### src/rtl/run_seq_pkg.sv
package run_seq_pkg;
  typedef enum logic [2:0] {
    ST_IDLE = 3'd0,
    ST_IC   = 3'd1,
    ST_OP   = 3'd2,
    ST_END  = 3'd3,
    ST_OVL  = 3'd4,
    ST_HALT = 3'd5
  } run_state_t;

  localparam logic [2:0] LAST_VALID_CODE = 3'd5;
endpackage

### src/rtl/phase_timer.sv
module phase_timer #(
  parameter int PRE_W = 16,
  parameter int CNT_W = 16
) (
  input  logic             clk,
  input  logic             rst,
  input  logic             run,
  input  logic             restart,
  input  logic [PRE_W-1:0] pre_lim,
  input  logic [CNT_W-1:0] cnt_lim,
  output logic             expire
);
  logic [PRE_W-1:0] pre_q;
  logic [CNT_W-1:0] cnt_q;
  logic             pre_wrap;

  assign pre_wrap = (pre_q == pre_lim);
  assign expire   = run && pre_wrap && (cnt_q == cnt_lim);

  always_ff @(posedge clk) begin
    if (rst || restart || !run) begin
      pre_q <= '0;
      cnt_q <= '0;
    end else if (pre_wrap) begin
      pre_q <= '0;
      cnt_q <= cnt_q + 1'b1;
    end else begin
      pre_q <= pre_q + 1'b1;
    end
  end
endmodule

### src/rtl/run_seq_next.sv
module run_seq_next
  import run_seq_pkg::*;
(
  input  run_state_t cur,
  input  logic       start,
  input  logic       sync_trig,
  input  logic [1:0] sync_sel,
  input  logic       ovl_stop,
  input  logic       halt_pause,
  input  logic       ovl_n,
  input  logic       xhalt_n,
  input  logic       ic_done,
  input  logic       op_done,
  input  logic       force_we,
  input  logic [2:0] force_state,
  output run_state_t nxt
);
  logic go;
  logic ovl_hit;
  logic halt_hit;

  assign go       = (sync_sel == 2'd0) ? start : sync_trig;
  assign ovl_hit  = ovl_stop && !ovl_n;
  assign halt_hit = halt_pause && !xhalt_n;

  always_comb begin
    nxt = cur;
    unique case (cur)
      ST_IDLE: if (go) nxt = ST_IC;
      ST_IC:   if (ic_done) nxt = ST_OP;
      ST_OP: begin
        if (op_done)       nxt = ST_END;
        else if (ovl_hit)  nxt = ST_OVL;
        else if (halt_hit) nxt = ST_HALT;
      end
      ST_HALT: if (xhalt_n) nxt = ST_OP;
      ST_END:  nxt = ST_END;
      ST_OVL:  nxt = ST_OVL;
      default: nxt = ST_IDLE;
    endcase
    if (force_we && force_state <= LAST_VALID_CODE)
      nxt = run_state_t'(force_state);
  end
endmodule

### src/rtl/run_sequencer.sv
module run_sequencer
  import run_seq_pkg::*;
#(
  parameter int PRE_W = 16,
  parameter int CNT_W = 16
) (
  input  logic             clk,
  input  logic             rst,
  input  logic             start,
  input  logic             sync_trig,
  input  logic [1:0]       sync_sel,
  input  logic             ovl_stop,
  input  logic             halt_pause,
  input  logic             ovl_n,
  input  logic             xhalt_n,
  input  logic [PRE_W-1:0] ic_pre,
  input  logic [CNT_W-1:0] ic_cnt,
  input  logic [PRE_W-1:0] op_pre,
  input  logic [CNT_W-1:0] op_cnt,
  input  logic             force_we,
  input  logic [2:0]       force_state,
  output logic             ic_n,
  output logic             op_n,
  output logic             is_idle,
  output logic             is_op,
  output logic             is_done,
  output logic             is_overload,
  output logic             is_halted
);
  run_state_t st_q;
  run_state_t st_nxt;
  logic       ic_done;
  logic       op_done;
  logic       restart;

  assign restart = force_we;

  phase_timer #(.PRE_W(PRE_W), .CNT_W(CNT_W)) u_ic_timer (
    .clk     (clk),
    .rst     (rst),
    .run     (st_q == ST_IC),
    .restart (restart),
    .pre_lim (ic_pre),
    .cnt_lim (ic_cnt),
    .expire  (ic_done)
  );

  phase_timer #(.PRE_W(PRE_W), .CNT_W(CNT_W)) u_op_timer (
    .clk     (clk),
    .rst     (rst),
    .run     (st_q == ST_OP),
    .restart (restart),
    .pre_lim (op_pre),
    .cnt_lim (op_cnt),
    .expire  (op_done)
  );

  run_seq_next u_next (
    .cur         (st_q),
    .start       (start),
    .sync_trig   (sync_trig),
    .sync_sel    (sync_sel),
    .ovl_stop    (ovl_stop),
    .halt_pause  (halt_pause),
    .ovl_n       (ovl_n),
    .xhalt_n     (xhalt_n),
    .ic_done     (ic_done),
    .op_done     (op_done),
    .force_we    (force_we),
    .force_state (force_state),
    .nxt         (st_nxt)
  );

  always_ff @(posedge clk) begin
    if (rst) begin
      st_q        <= ST_IDLE;
      ic_n        <= 1'b1;
      op_n        <= 1'b1;
      is_idle     <= 1'b1;
      is_op       <= 1'b0;
      is_done     <= 1'b0;
      is_overload <= 1'b0;
      is_halted   <= 1'b0;
    end else begin
      st_q        <= st_nxt;
      ic_n        <= (st_nxt != ST_IC);
      op_n        <= (st_nxt != ST_OP);
      is_idle     <= (st_nxt == ST_IDLE);
      is_op       <= (st_nxt == ST_OP);
      is_done     <= (st_nxt == ST_END) || (st_nxt == ST_OVL);
      is_overload <= (st_nxt == ST_OVL);
      is_halted   <= (st_nxt == ST_HALT);
    end
  end
endmodule

### config.mk
export PLATFORM = sky130hd
export DESIGN_NAME = run_sequencer
export DESIGN_NICKNAME = d
export VERILOG_FILES = /design/src/rtl/run_seq_pkg.sv /design/src/rtl/phase_timer.sv /design/src/rtl/run_seq_next.sv /design/src/rtl/run_sequencer.sv
export SDC_FILE = /design/constraint.sdc
export NUM_CORES = 1
export LEC_CHECK = 0
export ABC_CLOCK_PERIOD_IN_PS = 3400
export BUFFER_PORTS_ARGS = -buffer_cell sky130_fd_sc_hd__clkbuf_2
export CAP_MARGIN = 20
export CORE_UTILIZATION = 59
export DETAILED_ROUTE_END_ITERATION = 10
export PLACE_DENSITY = 0.91
export REMOVE_ABC_BUFFERS = 1
export SLEW_MARGIN = 20
export SYNTH_ARGS = -nofsm -noshare
export SYNTH_HDL_FRONTEND = slang
export SYNTH_SLANG_ARGS = --single-unit
export TNS_END_PERCENT = 100
### constraint.sdc
create_clock -name clk -period 3.4 [get_ports clk]
set_clock_uncertainty 0.15 [all_clocks]
set_input_delay 0 -clock clk [delete_from_list [all_inputs] [get_ports clk]]
set_output_delay 0 -clock clk [all_outputs]
set_load 0.02 [all_outputs]
Word-level counts from Yosys, hierarchy flattened
Index checks and enable logic that the tools add are counted.
Operators by class
  reduce and logical (&&, ||, !) cells: 20
  equality and inequality tests: 15
  $lt $le $gt $ge: 1
  $add $sub $neg: 4
  mux-type cells: 9
Operator list (number)
  $add 16x1->16 const B: 4
  $eq 16x16->1: 4
  $mux 3: 7
  $pmux 3 s6: 1
  $eq 3x2->1 const B: 4
  $eq 3x3->1 const B: 4
  $logic_and 1x1->1: 7
  $logic_not 3->1: 2
  $logic_not 1->1: 4
  $logic_or 1x1->1: 4
  $reduce_or 2->1: 2
  $eq 3x1->1 const B: 1
  $le 3x3->1 const B: 1
  $ne 3x1->1 const B: 1
  $ne 3x2->1 const B: 1
  $logic_not 2->1: 1
  $mux 1: 1
Storage, ports and cells
  output and inout port bits: 7
  bits of input ports: 78
  register bits: 74
  word-level logic and storage cells: 61

Logic depth before layout (Yosys ltp)
Gate-level depths: netlist (run 1).
  word-level depth: 9
  mapped depth: 8
  gate-level depth less buffers: 7

Hierarchy
A second synthesis (run 1) with hierarchy kept.
Unflattened totals
  cells, all modules: 479
  area total of the unflattened synthesis: 3973.8 sq um
By module, submodules not included
  phase_timer: instances 2, area each 1742.9 sq um, cells each 212, sequential area each 640.6 sq um
  run_sequencer: instances 1, area each 314.1 sq um, cells each 26, sequential area each 200.2 sq um
  run_seq_next: instances 1, area each 173.9 sq um, cells each 29, sequential area each 0.0 sq um

Worst setup path before layout (run 1)
No wires, ideal clock.
  kind: register to register
  start: register u_ic_timer.pre_q[1]
  end: register u_ic_timer.cnt_q[12]
  data required time: 3178 ps
  library setup time: 72 ps
  setup slack: 1147 ps
  buffers on the path: 1
  stages on the path, launching flop included: 8
  arrival: 2032 ps
  period minus slack after synthesis: 2253 ps
  cell sequence: dfxtp_1 > xor2_1 > nor4_1 > nand4_1 > or4_1 > clkbuf_2 > or3_1 > a21oi_1
On the way
  longest elaborated chain between the ends: 1
RTL lines
  start: declaration: RTL line phase_timer.sv:13  | logic [PRE_W-1:0] pre_q;
  start signal: assignment: RTL line phase_timer.sv:28  | pre_q <= pre_q + 1'b1;
  $eq 16x16->1: RTL line phase_timer.sv:17  | assign pre_wrap = (pre_q == pre_lim);
  end signal: assignment: RTL line phase_timer.sv:26  | cnt_q <= cnt_q + 1'b1;
  end: declaration: RTL line phase_timer.sv:14  | logic [CNT_W-1:0] cnt_q;
Every way passes these cells.
A chain may end at the register's enable or synchronous reset.

Worst setup path after layout (run 1)
  start: register u_op_timer.pre_q[14]
  end: register st_q[0]
On the way
  longest elaborated chain between the ends: 6
RTL lines
  start: declaration: RTL line phase_timer.sv:13
  start signal: assignment: RTL line phase_timer.sv:28
  $eq 16x16->1: RTL line phase_timer.sv:17
  $logic_and 1x1->1 (2 in a row): RTL line phase_timer.sv:18  | assign expire = run && pre_wrap && (cnt_q == cnt_lim);
  $mux 3: RTL line run_seq_next.sv:32  | if (op_done) nxt = ST_END;
  $pmux 3 s6: RTL line run_seq_next.sv:28  | unique case (cur)
  $mux 3: RTL line run_seq_next.sv:41  | if (force_we && force_state <= LAST_VALID_CODE)
  end signal: assignment: RTL line run_sequencer.sv:85  | st_q <= st_nxt;
  end: declaration: RTL line run_sequencer.sv:30  | run_state_t st_q;
Every way passes these cells.

==> results.md, run 1 <==
- Net Switching: 403.9 uW
- Placed Area: about 4400 um2
- Crit. Startpoint: u_op_timer.pre_q[14]
- Total core area: about 6400 um2
- Top delay family on crit path: simple AND/OR/NAND/NOR gates
- DR pass1 iterations: 4
- Clk_lat worst skew: between 0.3 and 0.4 ns
- Area grow syn2layout: 17.78%
- Grt ovf: 0
- Critical Path End: st_q[0]
- R2R Setup Slk: just over 0.6 ns
- Layout net count: around 630
- FF-to-FF End: st_q[0]
- Xor and xnor fraction of the mapped netlist area: between 20% and 30%
- Number of global-route vias before repair: approximately 3300
- Post-synth top area share: a little under two fifths
- Wire length of the first global-routing pass: 14.52 mm
- CP Depth: 7
- Pwr dens: about 360 nW/um2
- Crit path cell chain: xor2_1 -> nor4_1 -> nand4_1 -> o31a_1 -> a31o_2 -> nor2_1 -> dlygate4sd3_1
- Max_slew headroom: between 50% and 60%
- CTS tree: done
- Synth top area cells: dfxtp_1 38%, xor2_1 18%, xnor2_1 8.0%
- Fin crit share: between 80% and 90%
- Clock root buffer: clkbuf_8
- EDFF count, synth: 0
- Combinational fraction of design power: 9.8%
- GRT Util Overall: about a quarter
- H-tree level count: 3
- Internal power: 1.259 mW
- Worst-margin pin slew: 0.6636 ns
- Drt via density: 5.514
- Mapped Area: between 3000 and 4000 um2
- Synth warn: 0
- FF+latch count, synth: 74
- Crit Path Max Fanout: 8
- Die ar.: approximately 7000 um2
- Mux cell area share after synthesis: 0.7660%
- Post-Place Setup Slack: 0.8800 ns
- Clock tree sinks: 74
- Worst R2R Start: u_op_timer.pre_q[14]
- Hold-fix buffers, CTS: 4
- # Max-Cap Violations: 0
- Worst path slowest cell: dlygate4sd3_1
- Number of DRC markers in iteration 0: roughly 190
- Total Wirelength: around 8.7 mm
- IO Count: between 80 and 90
- Drt wl/cell: 13.82 um
- Cell taking the most area after synthesis: dfxtp_1
- Distinct cells, synth: 36
- Setup TNS: 0 ns
- Clock share of power: a little under two fifths
- Hold path depth: 5
- Clock transition at path regs: roughly 0.07 ns
- Postcts setup bufs: 0
- Register area share after synthesis: 37.79%
- Final Hold Viols: 0
- Top_reg_cell synth: dfxtp_1
- Initial antenna violation count: 0
- DR vias: around 3500
- Starting Density: 61.38%
- Post-CTS Resized: 0
- Max incr delay on CP: between 0.5 and 0.6 ns
- Dpl hpwl: between 6 and 7 mm
- Post-Synth Adder-Cell Area: roughly 1.3%
- Pwr Total: around 1.7 mW
- # port buffers: between 80 and 90
- Final WS setup: just over 0.6 ns
- DIE HEIGHT: 83.51 um
- Mapped Avg Cell Area: 8.578 um2
- Max Root-Sink Buffers: 2
- Synth Area in Compound Gates: between 5 and 6%
- Largest family of logic cells by synthesized area: simple AND/OR/NAND/NOR gates
- Kind of critical path: flip-flop to flip-flop
- R2R cell count: 7
- N_diodes: 0
- Finish-stage setup viols: 0
- Final instance area: 4617 um2
- Share of layout cells above drive strength 1: a little under a fifth
- Critical path startpoint category: flip-flop
- Maximum clock rate: 358.0 MHz
- Sequential Area: between 1000 and 1500 um2
- Sequential Power Share: a little over half
- Synth Instances: between 400 and 500
- Static leakage: 1.915 nW
- Die width: 83.51 um
- Ys async rst share: 0%
- Num rows: 29
- RSZ-0062 raised after global routing: false
- Element type at the critical path end: flip-flop
- Worst min path class: primary input to flip-flop
- Filler cells: ~480
- Worst Path Required: between 3 and 4 ns
- Largest net degree at the start of global routing: 17
- Critical Path AT: between 2 and 3 ns
- Area of the multi-input gates: ~2400 um2
- Critical path buffers and inverters: 1
- Tmin final: about 2.8 ns
- Detailed-route DRC error count: 0
- CTS Buf Count: 9
- Sw frac: between 20% and 30%
- Status: finished, final reports clean
- Final Slew Violations: 0
- Peak VDD IR: 320.9 uV
- RD Place Congestion: between 0.8 and 0.9
- Antenna-violating nets left: 0
- Post-Synth Simple-Gate Area: 27.00%
==> sequential cells by signal, indices dropped and copies added, names as in the netlist <==
name              count
u_op_timer.pre_q     16
is_overload           1
is_idle               1
is_done               1
u_op_timer.cnt_q     16
is_op                 1
u_ic_timer.cnt_q     16
st_q                  3
op_n                  1
ic_n                  1
is_halted             1
u_ic_timer.pre_q     16
==> stage by stage <==
step | hold WS [ns] | utilization (%) | std cells
after floorplan | -0.07762 | - | 447
after global placement | 0.1214 | 68.99 | 609
after detailed placement | 0.1246 | 68.99 | 609
after CTS | 0.04249 | 72.30 | 628
after global routing | 0.09959 | 72.30 | 628
final | 0.05410 | 72.30 | 628
==> worst register-to-register path, delay by kind of cell, from the launching register on <==
kind,cells,cell delay [ns]
DFF,1,0.34
and+or+nand+nor,3,0.87
AOI/OAI and AO/OA,2,0.66
buffers and inverters,1,0.54
xor gates and xnor gates,1,0.17
==> cells by family (layout without fill, tap and decap cells) <==
| kind of cell | after synthesis | in the layout |
|---|---|---|
| simple gates | 207 | 207 |
| xor+xnor | 116 | 116 |
| flops | 74 | 74 |
| compound gates | 30 | 30 |
| buf+inv | 23 | 117 |
| fa+ha+maj | 4 | 4 |
| mux | 3 | 3 |
==> power by group through the flow <==
stage	Clock (mW)	Combinational, mW	Sequential [mW]
after floorplan	0	0.0725	0.914
after global placement	0	0.152	0.905
after detailed placement	0	0.158	0.905
after CTS	0.620	0.164	0.885
after global routing	0.669	0.178	0.887
final	0.614	0.163	0.885
==> synthesized netlist by cell type (3+ instances only) <==
library cell   n
and3_1        17
dfxtp_1       74
nor2_1        69
nand2_1       24
nand3_1       23
nand2b_1       3
and2_1         6
xor2_1        80
mux2i_1        3
o21ai_0        8
nor3_1         4
nor2b_1        8
and4_1         3
xnor2_1       36
clkbuf_1       9
nand4_1       22
ha_1           4
inv_1         13
nor4_1        15
a21o_1         3
or3_1          7
a21oi_1        8
==> how the worst min path moves through the flow <==
| stage | to | slack, ns | startpoint |
|---|---|---|---|
| after floorplan | st_q[0] | -0.08 | rst |
| after global placement | st_q[0] | 0.12 | rst |
| after detailed placement | st_q[0] | 0.12 | rst |
| after CTS | ic_n | 0.04 | force_we |
| after global routing | ic_n | 0.1 | force_we |
| final | ic_n | 0.05 | force_we |
==> routing by layer <==
metal / part of all wire [%] / track usage (%) / routed length [um]
met1: 43 / 31.71 / 3753
met4: 2.7 / 11.09 / 234
met2: 50 / 45.16 / 4324
met3: 4.2 / 5.143 / 363
met5: 0 / 0 / 0
==> placed cells by master (no fill, tap or decap), types with 13 or more instances in the layout <==
master | synthesis | routed
nand4_1 | 22 | 22
nand3_1 | 23 | 23
clkbuf_2 | 1 | 84
nor4_1 | 15 | 15
and3_1 | 17 | 17
dfxtp_1 | 74 | 74
nand2_1 | 24 | 24
nor2_1 | 69 | 69
inv_1 | 13 | 13
xor2_1 | 80 | 80
xnor2_1 | 36 | 36
==> final cells by class <==
type	instances	share of cell area [%]
inverter	13	1.057
multi-input combinational	360	50.92
clock inverter	2	0.2710
clock buffer	13	3.442
tap	77	2.087
sequential	74	32.09
timing repair buffer	89	10.14
(Power assumes the default switching activity.)
==> inputs of run 2 (changes only) <==
Settings changed: ABC_AREA set to 1, ABC_CLOCK_PERIOD_IN_PS 3400 to 2300, CORE_UTILIZATION 59 to 51, PLACE_DENSITY 0.91 to 0.82.
Clock period 3.4 ns to 2.3 ns, I/O delays scaled along.
==> run 2 against run 1 <==
Synthesized cell count increased by 45%; clock power grew 69%; register-to-register slack worse by 0.39 ns; sequential cell count is the same; first-iteration DRC count is 6.9% lower; global-route usage decreased by 2.6 points; setup slack got worse by 0.39 ns; critical endpoint is now is_done; largest cell class unchanged; largest power group unchanged.
==> results.md, run 2 <==
- Setup TNS: 0 ns (unchanged)
- RSZ-0062 raised after global routing: false (unchanged)
- Share of layout cells above drive strength 1: 20.03% (was 18.51%)
- Commonest non-fill, non-tap cell in the layout: nand2_1 (was clkbuf_2)
- Worst-margin pin slew: 0.4057 ns (was 0.6636 ns)
- Clock transition at path regs: 0.08 ns (was 0.07 ns)
- Critical path startpoint category: flip-flop (unchanged)
- Post-Synth Adder-Cell Area: 1.110% (was 1.277%)
- Placed cell count: 851 (was 609)
- Largest family of logic cells by synthesized area: simple AND/OR/NAND/NOR gates (unchanged)
- Final instance area: 5351 um2 (was 4617 um2)
- Detailed-route DRC error count: 0 (unchanged)
- Final Slew Violations: 0 (unchanged)
- Crit Path Max Fanout: 5 (was 8)
- Wire length of the first global-routing pass: 16.88 mm (was 14.52 mm)
- R2R cell count: 13 (was 7)
- Synth cell count leaders: 169 x nand2_1, 100 x inv_1, 75 x nor2_1 (was 80 x xor2_1, 74 x dfxtp_1, 69 x nor2_1)
- Post-Synth Simple-Gate Area: 37.46% (was 27.00%)
- Clock tree sinks: 74 (unchanged)
- Final Hold Viols: 0 (unchanged)
- Initial antenna violation count: 0 (unchanged)
- Largest net degree at the start of global routing: 17 (unchanged)
- # port buffers: 84 (unchanged)
- Status: finished, final reports clean (unchanged)
- Max Root-Sink Buffers: 2 (unchanged)
- Final WS setup: 0.2153 ns (was 0.6068 ns)
- IO Count: 85 (unchanged)
- DR vias: 4358 (was 3463)
- Critical Path AT: 2.16 ns (was 2.93 ns)
- Synth Instances: 663 (was 457)
- Pwr dens: 492.2 nW/um2 (was 360.2 nW/um2)
- Mux cell area share after synthesis: 0% (was 0.7660%)
- Distinct cells, synth: 40 (was 36)
- Post-layout util: 63.85% (was 72.30%)
- Placed Area: 5057 um2 (was 4405 um2)
- Mapped Avg Cell Area: 6.801 um2 (was 8.578 um2)
- Element type at the critical path end: flip-flop (unchanged)
- FF+latch count, synth: 74 (unchanged)
- Pwr Total: 2.634 mW (was 1.663 mW)
- Area grow syn2layout: 18.67% (was 17.78%)
- Cell taking the most area after synthesis: dfxtp_1 (unchanged)
- Peak VDD IR: 307.2 uV (was 320.9 uV)
- Count leader, synth: nand2_1 (was xor2_1)
- Xor and xnor fraction of the mapped netlist area: 10.88% (was 25.92%)
- Worst min path class: primary input to flip-flop (unchanged)
- EDFF count, synth: 0 (unchanged)
- Ys async rst share: 0% (unchanged)
- Synth Area in Compound Gates: 8.102% (was 5.011%)
- Hold path depth: 8 (was 5)
- DR pass1 iterations: 5 (was 4)
- # Max-Cap Violations: 0 (unchanged)
- Most frequent cells in the layout: 168 x nand2_1, 100 x inv_1, 84 x clkbuf_2 (was 84 x clkbuf_2, 80 x xor2_1, 74 x dfxtp_1)
- CTS Buf Count: 9 (unchanged)
- Total Wirelength: 10.21 mm (was 8.676 mm)
- Drt via density: 4.986 (was 5.514)
- Worst Path Required: 2.38 ns (was 3.54 ns)
- Worst hold slack: 0.08180 ns (was 0.05410 ns)
- Antenna-violating nets left: 0 (unchanged)
- Maximum clock rate: 479.7 MHz (was 358.0 MHz)
- Clock root buffer: clkbuf_8 (unchanged)
- Finished Layout Cells: 874 (was 628)
- Kind of critical path: flip-flop to flip-flop (unchanged)
- Synth warn: 0 (unchanged)
- RD Place Congestion: 0.8512 (was 0.8452)
- Grt ovf: 0 (unchanged)
- Post-Place Setup Slack: 0.1840 ns (was 0.8800 ns)
- Static leakage: 2.295 nW (was 1.915 nW)
- Starting Density: 53.80% (was 61.38%)
- Layout net count: 847 (was 629)
- Top_reg_cell synth: dfxtp_1 (unchanged)
- Synth top area cells: dfxtp_1 33%, nand2_1 14%, inv_1 8.3% (was dfxtp_1 38%, xor2_1 18%, xnor2_1 8.0%)
- Mapped Area: 4509 um2 (was 3920 um2)
- Num rows: 33 (was 29)
- DIE HEIGHT: 96.03 um (was 83.51 um)
- Tmin final: 2.085 ns (was 2.793 ns)
- N_diodes: 0 (unchanged)
- Drt wl/cell: 11.68 um (was 13.82 um)
- Fin crit share: 90.64% (was 82.15%)
- Clk_lat worst skew: 0.34 ns (was 0.35 ns)
- Die width: 96.03 um (was 83.51 um)
- Max_slew headroom: 72.70% (was 55.63%)
- Total core area: 8382 um2 (was 6386 um2)
- Number of DRC markers in iteration 0: 175 (was 188)
- GRT Util Overall: 23.51% (was 26.11%)
- H-tree level count: 3 (unchanged)
- Number of global-route vias before repair: 4091 (was 3310)
- Die ar.: 9222 um2 (was 6974 um2)
- Post-synth top area share: 32.85% (was 37.79%)
- CTS tree: done (unchanged)
- Dpl hpwl: 8.044 mm (was 6.449 mm)
- Register area share after synthesis: 32.85% (was 37.79%)
- Finish-stage setup viols: 0 (unchanged)
[run 2: cell types whose count changed after synthesis, moves of 8 or more]
cell and delta:
o21ai_0 +11, nand3_1 +10, nor3_1 +13, nor2b_1 -8, nand4_1 -10, and3_1 -17
clkbuf_1 -9, nand2_1 +145, inv_1 +87, a21oi_1 +27, xor2_1 -53, nor4_1 -9
[run 2: logic make-up (layout without fill, tap and decap cells)]
family,after synthesis,count (layout)
adder cells (fa/ha/maj),4,4
AO/OA/AOI/OAI,66,66
flip-flops,74,74
AND/OR/NAND/NOR,353,353
buffers and inverters,110,216
XOR/XNOR,56,56
[run 2: area by class of cell]
cell class | count | area [um2]
fill | 753 | 3030
multi-input combinational | 479 | 2610
sequential | 74 | 1488
timing repair buffer | 96 | 523.0
inverter | 105 | 399.1
clock buffer | 10 | 137.6
tap | 105 | 131.4
clock inverter | 5 | 62.56
[run 2: critical path: stages (launching register included)]
cell and delay [ns]:
dfxtp_1 0.37, inv_1 0.10, nor3_4 0.20, nand2_1 0.08
nor2_1 0.10, nand3_1 0.10, nor2_1 0.16, nand2_2 0.10
nand2_1 0.08, nand2_1 0.07, a21oi_1 0.23, nand3_1 0.12
nand2_1 0.07, nor2_1 0.05
[run 2: routing by layer]
metal  track usage (%)  vias up  share of wire (%)
met2             42.61      121                 49
met5                 0        -                  0
li1                  -     2285                  -
met3             3.791       25                4.7
met1             27.09     1927                 44
met4             10.07        0                2.6
[run 2: worst paths after layout]
path | slack (ns) | from | to
setup / recovery | 0.22 | st_q[1] | is_done
hold / removal | 0.08 | op_pre[10] | u_op_timer.cnt_q[9]
setup reg to reg | 0.22 | st_q[1] | is_done
hold reg to reg | 0.29 | u_ic_timer.pre_q[0] | u_ic_timer.pre_q[0]
[run 2: power by group]
part | internal [mW] | total (mW) | switching (mW)
logic | 0.131 | 0.284 | 0.153
clock network | 0.531 | 1.04 | 0.513
registers | 1.29 | 1.31 | 0.0114
total | 1.96 | 2.63 | 0.677
[run 2: timing repair]
item / CTS / global route
gates resized for setup: 0 / 10
hold buffers: 5 / 0
buffers inserted: 0 / 3
endpoints found under the setup margin: 0 / 4
endpoints found under the hold margin: 11 / 0
